<file path="src/rtl/tsteer_pkg.sv">
package tsteer_pkg;

  // Kind of piece a row is offering to its crossbar
  typedef enum logic [1:0] {
    XF_SHORT = 2'd0,
    XF_HEAD  = 2'd1,
    XF_TAIL  = 2'd2
  } xfer_kind_e;

  // Column arithmetic around the ring
  function automatic int ts_wrap(int a, int b, int n);
    return (a + b) % n;
  endfunction

endpackage

</file>
<file path="src/rtl/tsteer_tail.sv">
// Holds the remainder of a long instruction between its head and tail transfers
module tsteer_tail #(
  parameter int LENW    = 4,
  parameter int HEADLEN = 4
) (
  input  logic            clk,
  input  logic            rst_n,
  input  logic            any_fire,
  input  logic            head_fire,
  input  logic [LENW-1:0] head_len,
  input  logic            head_br,
  output logic            tail_pend,
  output logic [LENW-1:0] tail_len,
  output logic            tail_br
);

  always_ff @(posedge clk or negedge rst_n) begin
    if (!rst_n) begin
      tail_pend <= 1'b0;
      tail_len  <= '0;
      tail_br   <= 1'b0;
    end else if (head_fire) begin
      tail_pend <= 1'b1;
      tail_len  <= head_len - LENW'(HEADLEN);
      tail_br   <= head_br;
    end else if (any_fire) begin
      tail_pend <= 1'b0;
    end
  end

endmodule

</file>
<file path="src/rtl/tsteer_row.sv">
// One ring of tag units: token state, offer to the crossbar, hand-off downward
module tsteer_row import tsteer_pkg::*; #(
  parameter int NCOL     = 16,
  parameter int LENW     = 4,
  parameter int MAXSHORT = 7,
  parameter int HEADLEN  = 4,
  parameter bit START    = 1'b0,
  localparam int CW      = $clog2(NCOL)
) (
  input  logic                       clk,
  input  logic                       rst_n,
  input  logic                       row_ready,
  input  logic [NCOL-1:0]            col_ready,
  input  logic [NCOL-1:0][LENW-1:0]  col_len,
  input  logic [NCOL-1:0]            col_branch,
  input  logic [NCOL-1:0]            col_target,
  input  logic                       tail_pend,
  input  logic [LENW-1:0]            tail_len,
  input  logic                       tail_br,
  input  logic                       arr_valid,
  input  logic [CW-1:0]              arr_col,
  input  logic                       arr_inject,
  output logic                       fwd_valid,
  output logic [CW-1:0]              fwd_col,
  output logic                       fwd_inject,
  output logic                       out_valid,
  output logic [CW-1:0]              out_col,
  output logic [LENW-1:0]            out_len,
  output xfer_kind_e                 out_kind,
  output logic                       fire,
  output logic [LENW-1:0]            head_len,
  output logic                       head_br,
  output logic [NCOL-1:0]            rel_mask,
  output logic [NCOL-1:0]            tag_vec,
  output logic                       inj_vec
);

  logic [NCOL-1:0] tag_q, tag_d;
  logic            inj_q, inj_d;
  logic [CW-1:0]   sel, tgt_col;
  logic            has_tag, tgt_hit, is_long, br_now;
  logic [LENW-1:0] eff_len, step;

  // Position of the tag inside this row
  always_comb begin
    sel = '0;
    for (int c = 0; c < NCOL; c++) begin
      if (tag_q[c]) sel = CW'(c);
    end
    has_tag = |tag_q;
  end

  // Lowest-numbered target column claims a pending inject token
  always_comb begin
    tgt_col = '0;
    for (int c = NCOL - 1; c >= 0; c--) begin
      if (col_target[c]) tgt_col = CW'(c);
    end
    tgt_hit = inj_q && (|col_target);
  end

  always_comb begin
    eff_len    = tail_pend ? tail_len : col_len[sel];
    is_long    = !tail_pend && (eff_len > LENW'(MAXSHORT));
    step       = is_long ? LENW'(HEADLEN) : eff_len;
    br_now     = tail_pend ? tail_br : (col_branch[sel] && !is_long);
    out_valid  = has_tag && col_ready[sel];
    fire       = out_valid && row_ready;
    fwd_valid  = fire && !br_now;
    fwd_inject = fire && br_now;
    fwd_col    = CW'(ts_wrap(int'(sel), int'(step), NCOL));
    out_col    = sel;
    out_len    = step;
    out_kind   = tail_pend ? XF_TAIL : (is_long ? XF_HEAD : XF_SHORT);
    head_len   = col_len[sel];
    head_br    = col_branch[sel];
  end

  // Columns covered by the instruction leaving this cycle
  always_comb begin
    for (int c = 0; c < NCOL; c++) begin
      rel_mask[c] = fire && (ts_wrap(c, NCOL - int'(sel), NCOL) < int'(step));
    end
  end

  always_comb begin
    for (int c = 0; c < NCOL; c++) begin
      tag_d[c] = (tag_q[c] && !fire)
               || (arr_valid && (arr_col == CW'(c)))
               || (tgt_hit && (tgt_col == CW'(c)));
    end
    inj_d = (inj_q && !tgt_hit) || arr_inject;
  end

  always_ff @(posedge clk or negedge rst_n) begin
    if (!rst_n) begin
      tag_q <= START ? NCOL'(1) : '0;
      inj_q <= 1'b0;
    end else begin
      tag_q <= tag_d;
      inj_q <= inj_d;
    end
  end

  assign tag_vec = tag_q;
  assign inj_vec = inj_q;

endmodule

</file>
<file path="src/rtl/torus_steer.sv">
// Grid of tag-unit rows wrapped into a torus, with shared long-instruction state
module torus_steer import tsteer_pkg::*; #(
  parameter int NCOL     = 16,
  parameter int NROW     = 4,
  parameter int LENW     = 4,
  parameter int MAXSHORT = 7,
  parameter int HEADLEN  = 4,
  localparam int CW      = $clog2(NCOL)
) (
  input  logic                      clk,
  input  logic                      rst_n,
  input  logic [NCOL-1:0]           col_ready,
  input  logic [NCOL-1:0][LENW-1:0] col_len,
  input  logic [NCOL-1:0]           col_branch,
  input  logic [NCOL-1:0]           col_target,
  input  logic [NROW-1:0]           row_ready,
  output logic [NROW-1:0]           row_valid,
  output logic [NROW-1:0][CW-1:0]   row_col,
  output logic [NROW-1:0][LENW-1:0] row_len,
  output logic [NROW-1:0]           row_head,
  output logic [NROW-1:0]           row_tail,
  output logic [NCOL-1:0]           col_release
);

  logic [NROW-1:0]           fwd_valid_w, fwd_inj_w, fire_w, head_br_w, out_valid_w;
  logic [NROW-1:0][CW-1:0]   fwd_col_w, out_col_w;
  logic [NROW-1:0][LENW-1:0] head_len_w, out_len_w;
  xfer_kind_e                kind_w [NROW];
  logic [NROW-1:0][NCOL-1:0] rel_w, tag_all;
  logic [NROW-1:0]           inj_all;
  logic                      tail_pend, tail_br;
  logic [LENW-1:0]           tail_len;
  logic                      any_fire, head_fire, sel_head_br;
  logic [LENW-1:0]           sel_head_len;

  for (genvar r = 0; r < NROW; r++) begin : g_row
    localparam int PREV = (r + NROW - 1) % NROW;

    tsteer_row #(
      .NCOL(NCOL), .LENW(LENW), .MAXSHORT(MAXSHORT), .HEADLEN(HEADLEN),
      .START(r == 0)
    ) u_row (
      .clk        (clk),
      .rst_n      (rst_n),
      .row_ready  (row_ready[r]),
      .col_ready  (col_ready),
      .col_len    (col_len),
      .col_branch (col_branch),
      .col_target (col_target),
      .tail_pend  (tail_pend),
      .tail_len   (tail_len),
      .tail_br    (tail_br),
      .arr_valid  (fwd_valid_w[PREV]),
      .arr_col    (fwd_col_w[PREV]),
      .arr_inject (fwd_inj_w[PREV]),
      .fwd_valid  (fwd_valid_w[r]),
      .fwd_col    (fwd_col_w[r]),
      .fwd_inject (fwd_inj_w[r]),
      .out_valid  (out_valid_w[r]),
      .out_col    (out_col_w[r]),
      .out_len    (out_len_w[r]),
      .out_kind   (kind_w[r]),
      .fire       (fire_w[r]),
      .head_len   (head_len_w[r]),
      .head_br    (head_br_w[r]),
      .rel_mask   (rel_w[r]),
      .tag_vec    (tag_all[r]),
      .inj_vec    (inj_all[r])
    );

    assign row_valid[r] = out_valid_w[r];
    assign row_col[r]   = out_col_w[r];
    assign row_len[r]   = out_len_w[r];
    assign row_head[r]  = out_valid_w[r] && (kind_w[r] == XF_HEAD);
    assign row_tail[r]  = out_valid_w[r] && (kind_w[r] == XF_TAIL);
  end

  always_comb begin
    any_fire     = |fire_w;
    head_fire    = 1'b0;
    sel_head_len = '0;
    sel_head_br  = 1'b0;
    col_release  = '0;
    for (int r = 0; r < NROW; r++) begin
      col_release = col_release | rel_w[r];
      if (fire_w[r]) begin
        head_fire    = head_fire | (kind_w[r] == XF_HEAD);
        sel_head_len = sel_head_len | head_len_w[r];
        sel_head_br  = sel_head_br | head_br_w[r];
      end
    end
  end

  tsteer_tail #(.LENW(LENW), .HEADLEN(HEADLEN)) u_tail (
    .clk       (clk),
    .rst_n     (rst_n),
    .any_fire  (any_fire),
    .head_fire (head_fire),
    .head_len  (sel_head_len),
    .head_br   (sel_head_br),
    .tail_pend (tail_pend),
    .tail_len  (tail_len),
    .tail_br   (tail_br)
  );

endmodule

</file>
<file path="config.mk">
export PLATFORM = sky130hd
export DESIGN_NAME = torus_steer
export DESIGN_NICKNAME = d
export VERILOG_FILES = /design/src/rtl/tsteer_pkg.sv /design/src/rtl/tsteer_tail.sv /design/src/rtl/tsteer_row.sv /design/src/rtl/torus_steer.sv
export SDC_FILE = /design/constraint.sdc
export NUM_CORES = 1
export LEC_CHECK = 0
export ABC_CLOCK_PERIOD_IN_PS = 7200
export CAP_MARGIN = 15
export CORE_MARGIN = 2
export CORE_UTILIZATION = 25
export CTS_CLUSTER_DIAMETER = 150
export DETAILED_ROUTE_END_ITERATION = 8
export GPL_TIMING_DRIVEN = 0
export PLACE_DENSITY = 0.47
export SLEW_MARGIN = 25
export SYNTH_ARGS = -nofsm -noshare
export SYNTH_HDL_FRONTEND = slang
export SYNTH_SLANG_ARGS = --single-unit
</file>
<file path="constraint.sdc">
create_clock -name clk -period 7.2 [get_ports clk]
set_input_delay 1.44 -clock clk [delete_from_list [all_inputs] [get_ports clk]]
set_output_delay 1.44 -clock clk [all_outputs]
set_load 0.1 [all_outputs]
</file>
== After elaboration in Yosys (flattened, before gate mapping) ==
Index checks and enable logic that the tools add are counted.
Word-level totals
  bits in latches: 0
  memories: 0
  bits in writable memories: 0
  word-level logic and storage cells: 966
  register bits: 74
  output and inout bits: 60
  bits of input ports: 118
  memory bits (read-only): 0
Cells by class
  add/sub/neg operators: 69
  divide/modulo/power cells: 0
  multipliers: 0
  multiplexer cells: 134
  equal/unequal tests: 83
  shifts and indexed selects: 0
  bitwise operators: 76
  magnitude comparators: 72
  reductions and logical operators: 521
Operator list (count)
  adder 5 x 32 -> 32 bit, first input constant: 32
  adder 4 x 32 -> 32 bit, first input constant: 16
  two-way mux 4 bit: 88
  < comparator 5 bit: 64
  logical AND 1 bit: 296
  OR reduction 4 bit: 65
  adder 3 x 32 -> 32 bit, first input constant: 8
  equality test 4 bit, second input constant: 40
  logical OR 1 bit: 132
  adder 2 x 32 -> 32 bit, first input constant: 4
  equality test 4 x 3 -> 1 bit, second input constant: 20
  OR reduction 16 bit: 5
  AND 1 bit: 64
  binary-select mux 4 bit (select 4 bit): 4
  bitwise OR 16 bit: 3
  equality test 4 x 2 -> 1 bit, second input constant: 10
  binary-select mux 1 bit (select 4 bit): 8
  two-way mux 1 bit: 30
  subtractor 5 x 4 -> 6 bit, first input constant: 4
  equality test 4 x 1 -> 1 bit, second input constant: 5
  zero test 4 bit: 5
  < comparator 4 x 5 -> 1 bit, second input constant: 4
  zero test 1 bit: 17
  adder 4 bit: 4
  other kinds (8): 27

== Logic depth before layout (Yosys ltp) ==
  word-level depth: 31
  depth in mapped cells: 22
  gate-level depth less buffers: 19

== By module ==
A second synthesis with hierarchy kept.
Unflattened totals
  cell total of the unflattened synthesis: 1715
  area, all modules: 13675.6 µm²
By module, submodules not included
  tsteer_row at g_row[1].u_row ...: area an instance 3271.9 µm², cells an instance 413, times used 2, seq. area each 425.4 µm²
  tsteer_row at g_row[3].u_row: area an instance 3279.4 µm², cells an instance 412, times used 1, seq. area each 425.4 µm²
  tsteer_row at g_row[0].u_row: area an instance 3273.1 µm², cells an instance 413, times used 1, seq. area each 426.7 µm²
  torus_steer: area an instance 324.1 µm², cells an instance 48, times used 1, seq. area each 0.0 µm²
  tsteer_tail: area an instance 255.2 µm², cells an instance 16, times used 1, seq. area each 150.1 µm²

== Least setup slack after synthesis ==
No wires, ideal clock.
  path type: register to output
  from: reg g_row[2].u_row.tag_q[5]
  to: out col_release[0]
  cell stages (with the launch flop): 18
  path buffers: 4
  setup slack: -3.385 ns
  required time: 5.760 ns
  arrival time: 9.145 ns
  cell sequence: dfrtp_1 -> o311a_1 -> buf_6 -> o21ai_4 -> buf_2 -> buf_2 -> buf_1 -> nand2_1 -> and3_1 -> a31oi_1 -> a221oi_1 -> o21ai_0 -> inv_1 -> ha_1 -> a21o_1 -> a21oi_1 -> nor2b_1 -> o31ai_1
RTL lines
  start: declaration: line tsteer_row.sv:38  | logic [NCOL-1:0] tag_q, tag_d;
  start signal: assignment: line tsteer_row.sv:97  | tag_q <= START ? NCOL'(1) : '0;
  start signal: assignment: line tsteer_row.sv:100  | tag_q <= tag_d;
  end: declaration: line torus_steer.sv:22  | output logic [NCOL-1:0] col_release

== Worst setup path in the final report ==
  from: reg g_row[1].u_row.tag_q[5]
  to: out col_release[6]
Between the ends
  word-level cells in the longest chain between the ends: 22
  elaborated cells between the ends (all ways): 31
  classes of those cells: 2 x add/sub; 2 x order compare; 17 x mux; 4 x bitwise; 6 x reduce/logical
RTL lines
  start: declaration: line tsteer_row.sv:38
  start signal: assignment: line tsteer_row.sv:97
  start signal: assignment: line tsteer_row.sv:100
  branches (longest 18 deep; another with subtractor 5 x 4 -> 6 bit)
  logical AND 1 bit (*): line tsteer_row.sv:82  | rel_mask[c] = fire && (ts_wrap(c, NCOL - int'(sel), NCOL) < int'(step));
  bitwise OR 16 bit (*) (3 in a row): line torus_steer.sv:85  | col_release = col_release | rel_w[r];
Every way passes the cells marked *. The select of a mux whose other input is x is not followed.

==> results.txt <==
* Most repeated library cell on the critical path: nand2_1
- Counting every instance in the synthesized netlist gives 1600.
- Post-route DRC violation count: 0
- The congestion estimate from routability-driven global placement came to 0.995.
* Final hold violation count: 0
- Port-buffer cells: 177
- In this run, the number of DRC markers left after iteration 0 of detailed routing was 1501.
* Drt wl/cell: 26.5 um
- Arrival time of data at the critical path endpoint: 5.69 ns
- Timing-limited maximum frequency: 0.140 GHz
* Post-route clock skew: 0.00622 ns
- For this run, asynchronously set or reset flops after synthesis account for 100%.
* Launching instance or port of the critical path: g_row[1].u_row.tag_vec[5]
- The HPWL after detailed placement is 53400 um.
- The net count of the finished layout is 2071.
* Post-synthesis area per instance: 7.89 sq um
- The cell sitting at the root of the clock tree is a clkbuf_16.
- At the pin with the least slew margin, the transition time is 1.05 ns.
* Initial core utilization: 25.3%
* Top flip-flop cell by instance count after synthesis: dfrtp_1
* Final critical-path share of the clock period: 99.0%
- The H-tree was split into 3 levels.
- CTS tree: done
- Cell area after synthesis: 0.0126 sq mm
- Area growth from synthesis to final layout: 25.4%
* Tot GR Track Use: 24.2%
- In this design, the stage delay of the slowest critical-path cell is 0.72 ns.
* Clock latency at the later pin of the worst-skew pair: 0.34 ns
- Together, buffers and inverters on the worst path number 2.
* Post-route minimum period: 7.13 ns
- Using the TritonRoute via totals, the vias-per-cell ratio works out to 5.77.
- Worst setup path category: flop to output port
* Aggregate routed wire length: 65500 um
* Status: finished clean
- 178 I/O pins were placed.
- Gr ovfl total: 0
- The library cell used most frequently in the layout, excluding fill and tap cells, is nand2_1.
* Number of antenna violations at the first check in global routing: 0
* Highest fanout seen on the critical path: 7
- Hold Crit Start: u_tail.tail_len[1]
* Nature of the critical path endpoint: output port
* Most frequent cells in the layout: nand2_1, clkdlybuf4s50_1, ha_1
- Global-route wire length before repair: 95100 um
- Measured along the x axis, the die boundary spans 229 um.
- The count of nets left with antenna violations once routing finished came out at 0.
- Tightest slew margin relative to the limit: 29.8%
- The tool flagged a number of max-cap violations equal to 0.
- After synthesis, flip-flops and latches occupy 14.7% of the total area.
- Setup repair after global routing left no endpoint under its margin.
- The die covers 0.0523 sq mm.
- FF-to-FF Start: g_row[0].u_row.tag_vec[13]
- FP Rows: 82
- In this run the deepest clock path goes through 2 buffers.
- Across all hold checks on the routed design, the worst slack comes to 0.521 ns.
- For this design, the sink count on the clock tree is 74.
- Number of enable flip-flop cells after synthesis: 0
* Post-synthesis net count: 1877
- Chip height: 229 um
* Total number of vias: 14300
- During synthesis, Yosys emitted a total of 0 warnings.
* Maximum number of pins on one net before global-route repair: 45
- First-pass DRT Iterations: 6
- Core Area: 0.0500 sq mm
* Via count of the first global-routing pass: 13900
- The slowest stage of the critical path belongs to the cell or4_1.
- Reg clk slew, reported paths: 0.06 ns
- Type of the worst min-delay path: flop to flop
* Distinct cell type count of the synthesized netlist: 109
* Number of max-slew violations in the final report: 0
* Crit path required time: 5.76 ns
* Cell-by-cell trace of the critical path: or4_1 -> nand2_1 -> nand2_1 -> nor3_4 -> a32oi_1 -> nand4_1 -> nand2_1 -> o21ai_4 -> inv_1 -> ha_1 -> o21bai_1 -> a21o_1 -> a211oi_1 -> or4_1 -> buf_2
- Clock buffer count from CTS: 9
- #FFs+latches synth: 74
- Setup violations, final: 0
- Nature of the critical path startpoint: flop
* Share of final-layout standard cells stronger than drive strength 1: 11.3%
- Broken down by cell family, the worst path's largest delay share belongs to simple AND/OR/NAND/NOR gates.
cell usage after synthesis, drive strengths merged, types with 17 or more instances:
master / number / area (sq um)
xnor2: 33 / 297
mux2i: 71 / 711
a22oi: 30 / 225
nor3: 38 / 205
or4: 25 / 191
nand2: 177 / 669
clkbuf: 23 / 87.6
a21o: 38 / 285
o221ai: 21 / 190
nand2b: 17 / 106
buf: 54 / 348
mux2: 27 / 319
nor2: 113 / 443
o211ai: 27 / 203
nor4: 19 / 144
o21ai: 66 / 353
nand3: 38 / 190
inv: 136 / 513
a21oi: 65 / 340
ha: 155 / 1940
a211oi: 75 / 568
a221o: 19 / 190
a32oi: 22 / 200
dfrtp: 73 / 1830
final timing paths:
kind,endpoint,slack (ns),cells after the start
setup reg to reg,g_row[1].u_row.tag_vec[8],1.91,19
setup / recovery,col_release[6],0.07,15
hold reg to reg,u_tail.tail_len[1],0.52,1
min in group asynchronous,g_row[1].u_row.tag_vec[6],1.05,1
hold / removal,u_tail.tail_len[1],0.52,1
max in group asynchronous,g_row[0].u_row.tag_vec[0],5.52,2
layer usage:
metal	part of all wire (%)	track usage, %	wire length, um
met1	43	31.7	28000
met2	45	39.3	29400
met3	7.2	3.63	4690
met4	5.0	10.9	3290
met5	0	0	0
registers in the layout, indices dropped and copies added, names as in the netlist:
| signal | cells |
|---|---|
| u_tail.tail_br | 1 |
| u_tail.tail_len | 4 |
| g_row.u_row.inj_vec | 4 |
| u_tail.tail_pend | 1 |
| g_row.u_row.tag_vec | 64 |
cell type report:
type                    count  area [sq um]
inverters                 138           526
clock buffers              12           256
plain buffers              75           443
repair buffers            185          1810
well taps                 672           841
clock inverters             4          50.0
diodes                      1          2.50
flip-flops and latches     74          1850
multi-input cells        1311         10000
fillers                  5350         34100
timing repair:
| item | CTS | global route |
|---|---|---|
| setup endpoints to repair | 16 | 16 |
| hold buffers | 0 | 0 |
| pin swaps | 2 | 1 |
| setup buffers | 2 | 3 |
| gates resized for setup | 97 | 30 |
| endpoints found under the hold margin | 0 | 0 |
through the flow:
stage | instances | TNS [ns] | setup slack, ns | utilization [%] | area [sq um]
2_1_floorplan | 1600 | 0 | 0.0148 | - | 12700
3_3_place_gp | 2449 | -14.54 | -0.981 | 30.7 | 15300
3_5_place_dp | 2452 | -11.71 | -0.835 | 30.9 | 15400
4_1_cts | 2469 | 0 | 0.00276 | 31.6 | 15800
5_1_grt | 2471 | 0 | 0.000472 | 31.7 | 15800
6_report | 2472 | 0 | 0.0744 | 31.7 | 15800
cell families (layout without fill, tap and decap cells):
family | after synthesis | after routing | synth area share [%]
xor+xnor | 44 | 44 | 3.11
mux | 103 | 103 | 9.05
buf+inv | 215 | 414 | 7.61
flops | 74 | 74 | 14.7
fa+ha+maj | 159 | 159 | 16.0
other cells | 0 | 1 | 0
simple gates | 507 | 507 | 19.9
compound gates | 498 | 498 | 29.7
Power is left out: the tool's default activity adds up to more than one toggle a clock period on the data nets, which glitch-free logic cannot reach.
